[config.mk]
export PLATFORM = sky130hd
export DESIGN_NAME = dbnc_irq_bank
export DESIGN_NICKNAME = d
export VERILOG_FILES = /design/src/rtl/dbnc_pkg.sv /design/src/rtl/sync_bus.sv /design/src/rtl/dbnc_chan.sv /design/src/rtl/irq_gather.sv /design/src/rtl/dbnc_irq_bank.sv
export SDC_FILE = /design/constraint.sdc
export NUM_CORES = 1
export LEC_CHECK = 0
export ABC_AREA = 1
export BUFFER_PORTS_ARGS = -buffer_cell sky130_fd_sc_hd__buf_2
export CAP_MARGIN = 10
export CELL_PAD_IN_SITES_DETAIL_PLACEMENT = 1
export CELL_PAD_IN_SITES_GLOBAL_PLACEMENT = 1
export CORE_MARGIN = 2
export CORE_UTILIZATION = 25
export CTS_BUF_LIST = sky130_fd_sc_hd__clkbuf_2
export CTS_CLUSTER_SIZE = 14
export DETAILED_ROUTE_END_ITERATION = 16
export MAX_ROUTING_LAYER = met4
export PLACE_DENSITY_LB_ADDON = 0.25
export SYNTH_ARGS = -nofsm -noshare
export SYNTH_HDL_FRONTEND = slang
export SYNTH_SLANG_ARGS = --single-unit
export TNS_END_PERCENT = 30
[constraint.sdc]
create_clock -name clk -period 6.25 [get_ports clk]
set_clock_uncertainty 0.15 [all_clocks]
set_input_delay 1.25 -clock clk [delete_from_list [all_inputs] [get_ports clk]]
set_output_delay 1.25 -clock clk [all_outputs]
set_load 0.02 [all_outputs]
[src/rtl/dbnc_pkg.sv]
`timescale 1ns/1ps
package dbnc_pkg;
    typedef enum logic [1:0] {
        F_OFF    = 2'd0,
        F_STABLE = 2'd1,
        F_QUAL   = 2'd2
    } filt_state_e;

    localparam logic [7:0] OFS_LEVEL = 8'h00;
    localparam logic [7:0] OFS_GATE  = 8'h04;
    localparam logic [7:0] OFS_POL   = 8'h14;
    localparam logic [7:0] OFS_EN    = 8'h18;
    localparam logic [7:0] OFS_RAW   = 8'h1C;
    localparam logic [7:0] OFS_PEND  = 8'h20;
    localparam logic [7:0] OFS_ACK   = 8'h24;
    localparam logic [7:0] OFS_ARM   = 8'h28;
    localparam logic [7:0] OFS_TIME  = 8'h40;
endpackage

[src/rtl/sync_bus.sv]
`timescale 1ns/1ps
module sync_bus #(
    parameter int W      = 8,
    parameter int STAGES = 2
) (
    input  logic         clk,
    input  logic         rst_n,
    input  logic [W-1:0] d,
    output logic [W-1:0] q
);
    logic [W-1:0] stage_q [STAGES];

    for (genvar s = 0; s < STAGES; s++) begin : g_stage
        if (s == 0) begin : g_first
            always_ff @(posedge clk) begin
                if (!rst_n) stage_q[0] <= '0;
                else        stage_q[0] <= d;
            end
        end else begin : g_next
            always_ff @(posedge clk) begin
                if (!rst_n) stage_q[s] <= '0;
                else        stage_q[s] <= stage_q[s-1];
            end
        end
    end

    assign q = stage_q[STAGES-1];
endmodule

[src/rtl/dbnc_chan.sv]
`timescale 1ns/1ps
module dbnc_chan
    import dbnc_pkg::*;
#(
    parameter int CNT_W = 12
) (
    input  logic             clk,
    input  logic             rst_n,
    input  logic             gate,
    input  logic             tick,
    input  logic             din,
    input  logic [CNT_W-1:0] limit,
    output logic             level
);
    filt_state_e      st_q, st_d;
    logic [CNT_W-1:0] cnt_q;
    logic [CNT_W-1:0] eff_limit;
    logic             lvl_q;
    logic             done;

    // A zero field still needs one tick.
    assign eff_limit = (limit == '0) ? CNT_W'(1) : limit;
    assign done      = tick && ((cnt_q + CNT_W'(1)) >= eff_limit);

    always_ff @(posedge clk) begin
        if (!rst_n) st_q <= F_OFF;
        else        st_q <= st_d;
    end

    always_comb begin
        st_d = st_q;
        unique case (st_q)
            F_OFF: begin
                if (gate) st_d = F_STABLE;
            end
            F_STABLE: begin
                if (!gate)              st_d = F_OFF;
                else if (din != lvl_q)  st_d = F_QUAL;
            end
            F_QUAL: begin
                if (!gate)              st_d = F_OFF;
                else if (din == lvl_q)  st_d = F_STABLE;
                else if (done)          st_d = F_STABLE;
            end
            default: st_d = F_OFF;
        endcase
    end

    always_ff @(posedge clk) begin
        if (!rst_n || !gate) begin
            lvl_q <= 1'b0;
            cnt_q <= '0;
        end else begin
            unique case (st_q)
                F_OFF: begin
                    cnt_q <= '0;
                end
                F_STABLE: begin
                    cnt_q <= '0;
                end
                F_QUAL: begin
                    if (din == lvl_q) begin
                        cnt_q <= '0;
                    end else if (done) begin
                        lvl_q <= din;
                        cnt_q <= '0;
                    end else if (tick) begin
                        cnt_q <= cnt_q + CNT_W'(1);
                    end
                end
                default: cnt_q <= '0;
            endcase
        end
    end

    assign level = lvl_q;
endmodule

[src/rtl/irq_gather.sv]
`timescale 1ns/1ps
module irq_gather #(
    parameter int NCH = 8
) (
    input  logic           clk,
    input  logic           rst_n,
    input  logic [NCH-1:0] level,
    input  logic [NCH-1:0] pol,
    input  logic [NCH-1:0] clr,
    input  logic [NCH-1:0] en,
    input  logic [NCH-1:0] arm,
    output logic [NCH-1:0] raw,
    output logic [NCH-1:0] pend,
    output logic           irq
);
    logic [NCH-1:0] raw_q;
    logic [NCH-1:0] active;

    assign active = ~(level ^ pol);

    always_ff @(posedge clk) begin
        if (!rst_n) raw_q <= '0;
        else        raw_q <= active | (raw_q & ~clr);
    end

    assign raw  = raw_q;
    assign pend = raw_q & en & arm;
    assign irq  = |pend;
endmodule

[src/rtl/dbnc_irq_bank.sv]
`timescale 1ns/1ps
module dbnc_irq_bank
    import dbnc_pkg::*;
#(
    parameter int NCH         = 8,
    parameter int CNT_W       = 12,
    parameter int DW          = 32,
    parameter int AW          = 8,
    parameter int SYNC_STAGES = 2
) (
    input  logic          clk,
    input  logic          rst_n,
    input  logic          reg_we,
    input  logic [AW-1:0] reg_addr,
    input  logic [DW-1:0] reg_wdata,
    output logic [DW-1:0] reg_rdata,
    input  logic [NCH-1:0] pin_in,
    input  logic          tick_ms,
    output logic          irq
);
    logic [NCH-1:0] pin_s;
    logic [NCH-1:0] lvl_vec;
    logic [NCH-1:0] gate_q, pol_q, en_q, arm_q;
    logic [NCH-1:0] raw_vec, pend_vec, clr_vec;
    logic [DW-1:0]  time_q [NCH];
    logic [NCH-1:0] time_hit;

    logic sel_gate, sel_pol, sel_en, sel_arm, sel_ack;
    logic sel_level, sel_raw, sel_pend;

    assign sel_level = (reg_addr == AW'(OFS_LEVEL));
    assign sel_gate  = (reg_addr == AW'(OFS_GATE));
    assign sel_pol   = (reg_addr == AW'(OFS_POL));
    assign sel_en    = (reg_addr == AW'(OFS_EN));
    assign sel_raw   = (reg_addr == AW'(OFS_RAW));
    assign sel_pend  = (reg_addr == AW'(OFS_PEND));
    assign sel_ack   = (reg_addr == AW'(OFS_ACK));
    assign sel_arm   = (reg_addr == AW'(OFS_ARM));

    assign clr_vec = (reg_we && sel_ack) ? reg_wdata[NCH-1:0] : '0;

    always_ff @(posedge clk) begin
        if (!rst_n) begin
            gate_q <= '0;
            pol_q  <= '1;
            en_q   <= '0;
            arm_q  <= '0;
        end else if (reg_we) begin
            if (sel_gate) gate_q <= reg_wdata[NCH-1:0];
            if (sel_pol)  pol_q  <= reg_wdata[NCH-1:0];
            if (sel_en)   en_q   <= reg_wdata[NCH-1:0];
            if (sel_arm)  arm_q  <= reg_wdata[NCH-1:0];
        end
    end

    sync_bus #(
        .W      (NCH),
        .STAGES (SYNC_STAGES)
    ) u_sync (
        .clk   (clk),
        .rst_n (rst_n),
        .d     (pin_in),
        .q     (pin_s)
    );

    for (genvar g = 0; g < NCH; g++) begin : g_ch
        assign time_hit[g] = (reg_addr == AW'(32'(OFS_TIME) + 32'(4 * g)));

        always_ff @(posedge clk) begin
            if (!rst_n)                      time_q[g] <= '0;
            else if (reg_we && time_hit[g])  time_q[g] <= reg_wdata;
        end

        dbnc_chan #(
            .CNT_W (CNT_W)
        ) u_chan (
            .clk   (clk),
            .rst_n (rst_n),
            .gate  (gate_q[g]),
            .tick  (tick_ms),
            .din   (pin_s[g]),
            .limit (time_q[g][CNT_W-1:0]),
            .level (lvl_vec[g])
        );
    end

    irq_gather #(
        .NCH (NCH)
    ) u_gather (
        .clk   (clk),
        .rst_n (rst_n),
        .level (lvl_vec),
        .pol   (pol_q),
        .clr   (clr_vec),
        .en    (en_q),
        .arm   (arm_q),
        .raw   (raw_vec),
        .pend  (pend_vec),
        .irq   (irq)
    );

    always_comb begin
        reg_rdata = '0;
        if (sel_level)     reg_rdata[NCH-1:0] = lvl_vec;
        else if (sel_gate) reg_rdata[NCH-1:0] = gate_q;
        else if (sel_pol)  reg_rdata[NCH-1:0] = pol_q;
        else if (sel_en)   reg_rdata[NCH-1:0] = en_q;
        else if (sel_raw)  reg_rdata[NCH-1:0] = raw_vec;
        else if (sel_pend) reg_rdata[NCH-1:0] = pend_vec;
        else if (sel_arm)  reg_rdata[NCH-1:0] = arm_q;
        else begin
            for (int i = 0; i < NCH; i++) begin
                if (time_hit[i]) reg_rdata = time_q[i];
            end
        end
    end
endmodule

Yosys cells after proc, flatten, opt, wreduce, memory -nomap -nowiden
Memories as Yosys holds them, arrays and structs flattened.
Cells that the tools add are included.
- reduce and logical (&&, ||, !) cells: 80
- bitwise operators: 33
- divide/modulo/power cells: 0
- add/subtract/negate cells: 8
- eq/ne operators: 71
- mux-type cells: 123
- shift-type cells: 0
- $lt $le $gt $ge: 8
- $mul: 0
- operators by type and width (kind ; count):
    $mux 32 ; 16
    $mux 24 ; 7
    $add 12x1->12 const B ; 8
    $ge 12x12->1 ; 8
    $logic_not 12->1 ; 8
    $mux 12 ; 8
    $mux 2 ; 48
    $mux 8 ; 10
    $eq 8x7->1 const B ; 8
    $pmux 2 s3 ; 8
    $reduce_and 3->1 ; 16
    $ne 4x2->1 const B ; 8
    $reduce_or 4->1 ; 8
    $mux 1 ; 26
    $and 8x8->8 ; 3
    $eq 8x5->1 const B ; 3
    $eq 8x6->1 const B ; 3
    $ne 3x2->1 const B ; 8
    $logic_and 1x1->1 ; 17
    $eq 2x1->1 const B ; 8
    $eq 2x2->1 const B ; 8
    $logic_not 2->1 ; 8
    $ne 2x2->1 const B ; 8
    $not 1->1 ; 16
    12 further kinds ; 54
- RAM bits: 272
- output and inout port bits: 33
- bits in registers: 160
- input port bits: 52
- memories kept: 2
- word-level logic and storage cells: 354
- latch bits: 0
- bits in read-only memories: 0
- memory list (name ; depth ; width ; rd ports ; clocked after Yosys merged registers in ; wr ports ; line ; text):
    time_q ; 8 ; 32 ; 8 ; 0 ; 8 ; dbnc_irq_bank.sv:25 ; logic [DW-1:0] time_q [NCH];
    u_sync.stage_q ; 2 ; 8 ; 2 ; 0 ; 2 ; sync_bus.sv:11 ; logic [W-1:0] stage_q [STAGES];

Logic depth before layout (Yosys ltp)
Gate-level depths: netlist of run 1.
- depth after elaboration: 16
- gate-level depth with buffers: 20
- depth with buffers taken out: 19

Hierarchy
A second synthesis of run 1 with hierarchy kept.
- cell total of the unflattened synthesis: 2911
- area, all modules: 24382.1 um^2
- by module, submodules not included (module ; times used ; area each (um^2) ; cells each):
    dbnc_irq_bank ; 1 ; 12904.9 ; 1275
    dbnc_chan at g_ch[0].u_chan ... ; 6 ; 1323.8 ; 187
    dbnc_chan at g_ch[7].u_chan ; 1 ; 1297.5 ; 188
    dbnc_chan at g_ch[6].u_chan ; 1 ; 1251.2 ; 189
    irq_gather ; 1 ; 501.7 ; 87
    sync_bus ; 1 ; 484.2 ; 50

Worst setup path before layout of run 1
Ideal clock, no wire load.
- kind: input -> register
- start: input port reg_addr[7]
- end: memory time_q[5][0], in the netlist time_q[1][32], enable pin
- required time: 5.634 ns
- data arrival time: 4.353 ns
- buffers on the path: 1
- library setup time: 0.466 ns
- slack: 1.281 ns
- stages on the path: 8
- path through: inv_1 nand2_1 nor3_4 inv_2 nor2_2 buf_4 inv_1 o21ai_0
- RTL lines (item ; line ; text):
    start, declared ; dbnc_irq_bank.sv:14 ; input logic [AW-1:0] reg_addr,
    end, declared ; dbnc_irq_bank.sv:25 ;

Final worst setup path of run 1
- start: input port reg_addr[5]
- end: output port reg_rdata[10]
- cells in the longest elaborated chain, start to end: 16
- elaborated cells between the ends (all ways): 30
- classes of those cells: eq/ne (14); mux (15); reduce/logical (1)
- RTL lines (item ; line ; text):
    $eq 8x7->1 ; dbnc_irq_bank.sv:67 ; assign time_hit[g] = (reg_addr == AW'(32'(OFS_TIME) + 32'(4 * g)));
    $mux 32 (8 in series) ; dbnc_irq_bank.sv:113 ; if (time_hit[i]) reg_rdata = time_q[i];
    $mux 24 ; dbnc_irq_bank.sv:110 ; else if (sel_arm) reg_rdata[NCH-1:0] = arm_q;
    $mux 24 ; dbnc_irq_bank.sv:109 ; else if (sel_pend) reg_rdata[NCH-1:0] = pend_vec;
    $mux 24 ; dbnc_irq_bank.sv:108 ; else if (sel_raw) reg_rdata[NCH-1:0] = raw_vec;
    $mux 24 ; dbnc_irq_bank.sv:107 ; else if (sel_en) reg_rdata[NCH-1:0] = en_q;
    $mux 24 ; dbnc_irq_bank.sv:106 ; else if (sel_pol) reg_rdata[NCH-1:0] = pol_q;
    $mux 24 ; dbnc_irq_bank.sv:105 ; else if (sel_gate) reg_rdata[NCH-1:0] = gate_q;
    $mux 24 * ; dbnc_irq_bank.sv:104 ; if (sel_level) reg_rdata[NCH-1:0] = lvl_vec;
    end, declared ; dbnc_irq_bank.sv:16 ; output logic [DW-1:0] reg_rdata,
Mark *: on every way between the ends. The rest lies on a longest branch, timed or not.

==> results of run 1 <==
## synth_stat cells (7+ instances only)
| cell type | count | share of area |
|---|---|---|
| a211oi_1 | 46 | 0.016 |
| a21oi_1 | 158 | 0.036 |
| a221oi_1 | 15 | 0.0060 |
| buf_1 | 11 | 0.0019 |
| buf_2 | 31 | 0.0071 |
| buf_4 | 11 | 0.0038 |
| clkbuf_1 | 49 | 0.0084 |
| dfxtp_1 | 176 | 0.16 |
| edfxtp_1 | 256 | 0.35 |
| ha_1 | 104 | 0.059 |
| inv_1 | 307 | 0.052 |
| inv_2 | 11 | 0.0019 |
| nand2_1 | 412 | 0.070 |
| nand3_1 | 117 | 0.027 |
| nand4_1 | 59 | 0.017 |
| nor2_1 | 482 | 0.082 |
| nor3_1 | 23 | 0.0052 |
| nor4_1 | 19 | 0.0054 |
| o211ai_1 | 24 | 0.0082 |
| o21a_1 | 8 | 0.0027 |
| o21ai_0 | 91 | 0.021 |
| o22ai_1 | 7 | 0.0020 |
| or2_2 | 7 | 0.0020 |
| xnor2_1 | 21 | 0.0084 |
| xor2_1 | 65 | 0.026 |
## placed cells by master, fill, tap and decap left out, types with 35 or more instances in the layout
cell type  Yosys  final
ha_1         104    104
buf_2         31     83
clkbuf_2       0    175
dfxtp_1      176    176
o21ai_0       91     83
a21oi_1      158    158
inv_1        307    306
nand2_1      412    412
xor2_1        65     65
nand3_1      117    117
edfxtp_1     256    256
nor2_1       482    481
clkinv_1       1     35
nand4_1       59     59
a211oi_1      46     46
## critical path: stages
cell and delay [ps]:
buf_2 120, inv_1 90, nand2_1 80, nor2_2 460, inv_1 160, nor2_4 500
inv_1 180, nor2_1 130, nor3_1 70, o2111ai_1 130, o21ai_0 250, inv_1 110
buf_2 170
## sequential cells by signal (all words and copies together) (netlist names)
signal,cells
arm_q,8
time_q,256
pol_q,8
gate_q,8
en_q,8
g_ch.u_chan.cnt_q,96
u_gather.raw,8
g_ch.u_chan.level,8
g_ch.u_chan.st_q,16
u_sync.stage_q,16
## repair_timing
item | in CTS | in global routing
resized for setup | 0 | 0
endpoints found under the hold margin | 9 | 0
hold buffers | 9 | 0
## through the flow
stage	instance area (um^2)	instances	power, uW	setup WS, ps
floorplan	22000	2562	3360	1280
global placement	23700	3728	3510	1050
detailed placement	23700	3728	3530	1070
CTS	24900	3955	5740	1050
global route	24900	3961	5910	900
finish	24900	3961	5630	1130
## final timing paths
| kind | slack (ps) | depth (start not counted) | end |
|---|---|---|---|
| setup / recovery | 1130 | 13 | reg_rdata[10] |
| setup reg to reg | 2170 | 13 | g_ch[1].u_chan.cnt_q[5] |
| hold / removal | 190 | 3 | en_q[2] |
| hold reg to reg | 270 | 2 | u_sync.stage_q[1][7] |
## logic make-up after synthesis
logic type / share of synthesized area
mux: 0.00273
flops: 0.510
simple gates: 0.219
fa+ha+maj: 0.0592
buf+inv: 0.0755
xor+xnor: 0.0343
compound gates: 0.0994
## area by class of cell
type / count / area (um^2) / area share
repair buffers: 122 / 731 / 0.0293
multi-input cells: 1709 / 9200 / 0.369
clock inverters: 43 / 230 / 0.00924
flip-flops and latches: 432 / 11200 / 0.450
clock buffers: 175 / 876 / 0.0352
diodes: 6 / 15.0 / 0.000603
well taps: 1155 / 1450 / 0.0580
inverters: 319 / 1200 / 0.0481
## power by group
group	switching, uW	internal (uW)
clock	1320	842
combinational	235	70.8
sequential	58.3	3100
## metal layers
| layer | track usage | wire length, um | share of wire | up-vias |
|---|---|---|---|---|
| met5 | - | 0 | 0 | - |
| met4 | 0.0587 | 2450 | 0.031 | 0 |
| met3 | 0.0317 | 3540 | 0.045 | 158 |
| met2 | 0.302 | 38100 | 0.48 | 408 |
| met1 | 0.219 | 34900 | 0.44 | 9303 |
| li1 | - | - | - | 8906 |
==> metrics, run 1 <==
min-delay worst type input pin to register; Max Fanout on Critical Path 14; Required @ worst endpoint 4850 ps; maximum number of pins on one net before global-route repair 61; Netlist Area Pre-Place 22,000 um^2; routed vias 18.8k; Num CTS Buffers 118; Setup Buffers After CTS 0; Async S/R FF share, synth 0; number of enable flip-flop cells after synthesis 256; Synth Flop Type edfxtp_1; FP Rows 108; # DRC 0; Worst-Margin Slew 1150 ps; power per cell area 226 nW/um^2; All-Layer GR Usage 0.180; die width 301 um; clk slew on worst S/H paths 80 ps; maximum vdd drop 0.118 mV; Synth Net Count 2,718; gp weighted congestion 0.897; clock sink count 432; Max Buffers Root-to-Sink 3; fraction of layout cells with a size suffix above 1 0.124; nets 2,858; initial antenna violation count 8; Slew Limit Headroom 0.231; Via density 4.74; WL final 79,000 um; Peak Freq 0.195 GHz; R2R Path Start g_ch[1].u_chan.cnt_q[0]; CTS tree done; Arrival @ worst endpoint 3720 ps; TNS Setup 0 ps; status finished clean; synth unique cells 45; WS Path Type input pin to output pin; Initial Util 0.253; # IOs 85; CP endpoint kind output pin; Period Utilization, post-route 0.819; Max-Cap Viols 0; initial drt markers 1,140; Post-DP HPWL 55,700 um; global route overflow 0; utilization after layout 0.287; Clock Latency Late Sink 1270 ps; first-pass GRT wire length 120,000 um; Layout area overhead 13.3%; Slew Limit Fails 0; I/O Buffers 84; RSZ-0062 raised after global routing false; LEAKAGE 0.0105 uW; Die ar. 90,300 um^2; CP startpoint kind input pin; Period minus WS final 5120 ps; hold path start reg_wdata[2]; vias in the first global route 19.8k; final-report hold violation count 0; total iterations of the first detailed-routing run 8; core footprint 86,900 um^2; Fillers 10.4k; CTS root buf clkbuf_2; Final ANT Viol Nets 0; synthesized instance count 2,562; H-tree depth 3; Die H 301 um; YS warnings 0; Seq cells post-synth 432; sequential share of the synthesized area 0.510; mean post-synth cell area 8.58 um^2; CP Launch Point reg_addr[5]; Setup-failing EPs final 0; worst hold slack 195 ps; DR WL/cell 19.9 um
No activity file was read; power rests on OpenSTA's default activity.
==> inputs of run 2 (changes only) <==
--- a/config.mk
+++ b/config.mk
@@ -5,7 +5,7 @@
 export SDC_FILE = /design/constraint.sdc
 export NUM_CORES = 1
 export LEC_CHECK = 0
-export ABC_AREA = 1
+export ABC_AREA = 0
 export BUFFER_PORTS_ARGS = -buffer_cell sky130_fd_sc_hd__buf_2
 export CAP_MARGIN = 10
 export CELL_PAD_IN_SITES_DETAIL_PLACEMENT = 1
==> constraint.sdc (replaced) <==
create_clock -name clk -period 4.7 [get_ports clk]
set_clock_uncertainty 0.15 [all_clocks]
set_input_delay 0.94 -clock clk [delete_from_list [all_inputs] [get_ports clk]]
set_output_delay 0.94 -clock clk [all_outputs]
set_load 0.02 [all_outputs]
==> run 2 against run 1 <==
Effect of this change:
- total power increased by 36%
- first-iteration DRC count down 3.9%
- synthesized cell count shrank 12%
- worst hold slack got worse by 32 ps
- count of clock-buffer cells in the layout grew 10
- core utilization rose by 0.56 points
- clock power grew 35%
- largest power group unchanged
- sequential power increased by 33%
- design area up 7.6%
- non-clock buffer count increased by 69
- area after synthesis increased by 5.2%
- sequential cell count unchanged
- critical endpoint is now reg_rdata[24]
==> metrics, run 2 <==
Max Fanout on Critical Path 13; mean post-synth cell area 10.3 um^2; H-tree depth 3; DP Area 25,200 um^2; DR WL/cell 21.5 um; global route overflow 0; routed vias 18.1k; fraction of layout cells with a size suffix above 1 0.163; min-delay worst type input pin to register; core footprint 91,700 um^2; CTS tree done; Top Registers time_q x256, g_ch.u_chan.cnt_q x96; Slew Limit Headroom 0.297; top-count cell post-synth and2_1; Internal Power 5470 uW; Post-DP HPWL 56,200 um; gp weighted congestion 0.869; WL final 80,400 um; power per cell area 286 nW/um^2; share of the synthesized area in the top cell type 0.333; synthesized instance count 2,251; Required @ worst endpoint 3610 ps; Die ar. 94,900 um^2; vias in the first global route 19.2k; Netlist Area Pre-Place 23,100 um^2; most common cell after layout, fill and taps aside and2_1; Setup-failing EPs final 0; total iterations of the first detailed-routing run 5; Worst-Margin Slew 1050 ps; Setup Buffers After CTS 0; die width 308 um; CP endpoint kind output pin; Arrival @ worst endpoint 3380 ps; Synth Flop Type edfxtp_1; Seq cells post-synth 432; I/O Buffers 84; first-pass GRT wire length 120,000 um; RSZ-0062 raised after global routing false; synth top area cells edfxtp_1 33%, dfxtp_1 15%, and2_1 7.6%; most frequent cells in the layout 282 x and2_1, 256 x edfxtp_1, 185 x clkbuf_2; Synth area leader edfxtp_1; Layout area overhead 15.9%; nets 2,599; Initial Util 0.252; clk slew on worst S/H paths 90 ps; final-report hold violation count 0; synth unique cells 82; WS Path Type input pin to output pin; clock power share 0.381; Sw Pwr 2190 uW; initial drt markers 1,095; CTS root buf clkbuf_2; # IOs 85; clock sink count 432; # DRC 0; final instance area 26,800 um^2; Num CTS Buffers 120; Synth Net Count 2,407; sequential share of the synthesized area 0.485; Clock Latency Late Sink 1300 ps; status finished clean; number of enable flip-flop cells after synthesis 256; maximum number of pins on one net before global-route repair 63; CP startpoint kind input pin; most flop-heavy register time_q; Max-Cap Viols 0; maximum vdd drop 0.154 mV; FP Rows 111; Comb pwr share 0.070; Peak Freq 0.224 GHz; max reg flops 256; Final ANT Viol Nets 0; initial antenna violation count 12; Async S/R FF share, synth 0; Via density 4.84; Post-synth top cells 281 x and2_1, 256 x edfxtp_1, 176 x dfxtp_1; All-Layer GR Usage 0.174; Period Utilization, post-route 0.952; Die H 308 um; Slew Limit Fails 0; LEAKAGE 0.0110 uW; Seq pwr share 0.548; YS warnings 0; Max Buffers Root-to-Sink 3; Switching Fraction 0.286; utilization after layout 0.292; Period minus WS final 4470 ps
-- run 2: cell types whose count changed after synthesis, sizes merged, moves of 62 or more --
cell and delta:
a21oi -92, a22oi +62, and2 +282, inv -217
nand2 -262, nor2 -360, xor2 +82
-- run 2: cells by family (layout without fill, tap and decap cells) --
group | after synthesis | after routing | share of synthesized area
fa+ha+maj | 104 | 104 | 0.0563
buf+inv | 223 | 514 | 0.0398
xor+xnor | 184 | 184 | 0.0697
flops | 432 | 432 | 0.485
simple gates | 841 | 841 | 0.201
compound gates | 399 | 399 | 0.113
mux | 68 | 68 | 0.0351
other cells | 0 | 12 | 0
-- run 2: what timing repair did --
action	CTS	global route
endpoints found under the hold margin	271	0
hold buffers	43	0
resized for setup	0	0
-- run 2: worst paths after layout --
| kind | startpoint | end | slack, ps | cells past startpoint |
|---|---|---|---|---|
| max | reg_addr[1] | reg_rdata[24] | 230 | 8 |
| min | tick_ms | g_ch[4].u_chan.cnt_q[1] | 160 | 3 |
| max reg2reg | g_ch[5].u_chan.cnt_q[0] | g_ch[5].u_chan.cnt_q[10] | 830 | 12 |
| min reg2reg | u_sync.stage_q[0][7] | u_sync.stage_q[1][7] | 290 | 1 |
-- run 2: power by group through the flow --
stage / sequential, uW / clock (uW) / combinational [uW]
floorplan: 4250 / 0 / 276
global placement: 4280 / 0 / 503
detailed placement: 4290 / 0 / 514
CTS: 4200 / 3040 / 545
global route: 4210 / 3240 / 584
finish: 4200 / 2920 / 539
-- run 2: layer usage --
metal	GRT usage	part of all wire	vias to the layer above
met3	0.0423	0.059	169
met5	-	0	-
met1	0.205	0.43	8973
met4	0.0631	0.033	0
li1	-	-	8454
met2	0.289	0.48	491
-- run 2: cell type report --
type                            count  area [um^2]
Inverter                          102          383
Multi-Input combinational cell   1596        11100
Antenna cell                       12         30.0
Tap cell                         1186         1480
Fill cell                       10500        64900
Clock buffer                      185          926
Timing Repair Buffer              191         1450
Sequential cell                   432        11200
Clock inverter                     36          206
-- run 2: critical path, stage by stage --
cell and delay (ps):
buf_2 130, or2_2 510, nor3_4 580, buf_4 350, nand2_1 250, o21ai_0 200, o21ai_0 180, buf_2 220
-- run 2: per-stage QoR --
stage / hold WS [ps] / cells / power, uW / TNS (ps) / worst slack (ps)
after floorplan: 262 / 2251 / 4520 / -19680 / -137
after global placement: 266 / 3464 / 4790 / 0 / 210
after detailed placement: 271 / 3464 / 4800 / 0 / 247
after CTS: 52.0 / 3728 / 7790 / 0 / 228
after global routing: 67.3 / 3740 / 8040 / 0 / 86.4
final: 162 / 3740 / 7660 / 0 / 227
==> inputs of run 3 (changes only) <==
--- a/config.mk
+++ b/config.mk
@@ -6,7 +6,7 @@
 export NUM_CORES = 1
 export LEC_CHECK = 0
 export ABC_AREA = 0
-export BUFFER_PORTS_ARGS = -buffer_cell sky130_fd_sc_hd__buf_2
+export BUFFER_PORTS_ARGS = -buffer_cell sky130_fd_sc_hd__buf_4
 export CAP_MARGIN = 10
 export CELL_PAD_IN_SITES_DETAIL_PLACEMENT = 1
 export CELL_PAD_IN_SITES_GLOBAL_PLACEMENT = 1
==> run 3 against run 2 <==
Effect of this change:
- global-route usage grew 0.15 points
- core utilization grew 0.22 points
- wire length is 0.98% higher
- sequential power barely moved
- fmax is 3.3% higher
- via count increased by 0.70%
- combinational power increased by 3%
==> metrics, run 3 (synthesized netlist as in run 2, its figures left out) <==
fraction of layout cells with a size suffix above 1 0.162; Layout area overhead 16.8%; met1 usage 0.211; Required @ worst endpoint 3610 ps; CP startpoint kind input pin; met2 Use GR 0.297; clock power share 0.371; Die ar. 94,900 um^2; FP Rows 111; Initial Util 0.252; Post-DP HPWL 56,700 um; maximum number of pins on one net before global-route repair 45; final instance area 27,000 um^2; Top Registers time_q x256, g_ch.u_chan.cnt_q x96; DP Area 25,400 um^2; Max-Cap Viols 0; vias in the first global route 19.5k; All-Layer GR Usage 0.176; Worst-Margin Slew 1080 ps; Max Fanout on Critical Path 31; Slew Limit Headroom 0.279; gp weighted congestion 0.894; Peak Freq 0.231 GHz; initial drt markers 1,138; Period minus WS final 4330 ps; # DRC 0; Final WS setup 370 ps; most flop-heavy register time_q; Max Buffers Root-to-Sink 3; total iterations of the first detailed-routing run 5; Arrival @ worst endpoint 3240 ps; nets 2,607; Switching Fraction 0.285; Setup Buffers After CTS 0; Period Utilization, post-route 0.921; min-delay worst type input pin to register; reg-to-reg endpoint g_ch[4].u_chan.cnt_q[11]; Post-Layout Cell Count 3,743; CTS tree done; Internal Power 5410 uW; power per cell area 280 nW/um^2; WL final 81,200 um; worst setup path endpoint reg_rdata[5]; multi-input logic area 11,100 um^2; LEAKAGE 0.0110 uW; Setup-failing EPs final 0; most frequent cells in the layout 282 x and2_1, 256 x edfxtp_1, 184 x clkbuf_2; Fillers 10.5k; Die H 308 um; first-pass GRT wire length 122,000 um; Seq. cell area 11,200 um^2; Most Used Layer, Global Route met2; Clock Latency Late Sink 1280 ps; Via density 4.87; post-place setup slack 373 ps; final-report hold violation count 0; CP Launch Point reg_addr[2]; R2R Path Start g_ch[4].u_chan.cnt_q[0]; CP endpoint kind output pin; Num CTS Buffers 118; WS Path Type input pin to output pin; RSZ-0062 raised after global routing false; routed vias 18.2k; H-tree depth 3; global route overflow 0; worst hold slack 193 ps; clk slew on worst S/H paths 110 ps; status finished clean; initial antenna violation count 10; Sw Pwr 2150 uW; die width 308 um; Final ANT Viol Nets 0; most common cell after layout, fill and taps aside and2_1; DR WL/cell 21.7 um; maximum vdd drop 0.152 mV; Placed Cells 3,466; clock sink count 432; max reg flops 256; reg2reg path depth 13; # IOs 85; CTS root buf clkbuf_2; Slew Limit Fails 0; met3 Resource Use GR 0.0350; Seq pwr share 0.556; utilization after layout 0.295; I/O Buffers 84; Worst R2R Setup Slack 700 ps; core footprint 91,700 um^2; Comb pwr share 0.073
==> run 3: cell count changes in the layout (fill, tap and decap cells not counted), sizes merged <==
cell | before | now
bufinv | 2 | 1
buf | 148 | 150
diode | 12 | 10
clkinvlp | 1 | 0
clkinv | 32 | 30
clkbuf | 185 | 184
dlygate4sd3 | 43 | 51
==> run 3: timing repair <==
| item | in CTS | in global routing |
|---|---|---|
| resized for setup | 0 | 0 |
| setup endpoints to repair | 0 | 0 |
| endpoints found under the hold margin | 321 | 0 |
| hold buffers | 51 | 0 |
==> run 3: cell type report <==
cell class	instances	share of cell area
Clock inverter	32	0.00584
Tap cell	1186	0.0550
Timing Repair Buffer	201	0.0634
Inverter	102	0.0142
Antenna cell	10	0.000927
Multi-Input combinational cell	1596	0.411
Clock buffer	184	0.0341
Sequential cell	432	0.415
==> run 3: how the worst min path moves through the flow <==
stage                                     from  depth (start not counted)              endpoint
after floorplan           u_sync.stage_q[0][0]                          1  u_sync.stage_q[1][0]
after global placement    u_sync.stage_q[0][4]                          1  u_sync.stage_q[1][4]
after detailed placement  u_sync.stage_q[0][2]                          1  u_sync.stage_q[1][2]
after CTS                               reg_we                          4              pol_q[6]
after global routing                    reg_we                          4              pol_q[1]
final                                   reg_we                          4              pol_q[6]
==> run 3: through the flow <==
stage                     total power [uW]  TNS (ps)
final                                 7560         0
after global routing                  7950         0
after CTS                             7720         0
after detailed placement              4810         0
after global placement                4800         0
after floorplan                       4520    -19680
==> run 3: critical path: stages <==
cell and delay [ps]:
buf_4 310, buf_4 440, mux4_2 630, a21oi_1 310, o221ai_1 150, o2bb2ai_1 210, buf_4 200
==> run 3: routing by layer <==
metal / vias up / share of wire
met5: - / 0
met4: 0 / 0.028
met3: 158 / 0.053
met2: 472 / 0.49
met1: 9133 / 0.43
li1: 8451 / -
==> run 3: power by group through the flow <==
stage,Clock (uW),Sequential [uW],Combinational [uW]
2_1_floorplan,0,4250,276
3_3_place_gp,0,4290,511
3_5_place_dp,0,4290,525
4_1_cts,2950,4200,560
5_1_grt,3130,4210,601
6_report,2810,4200,556
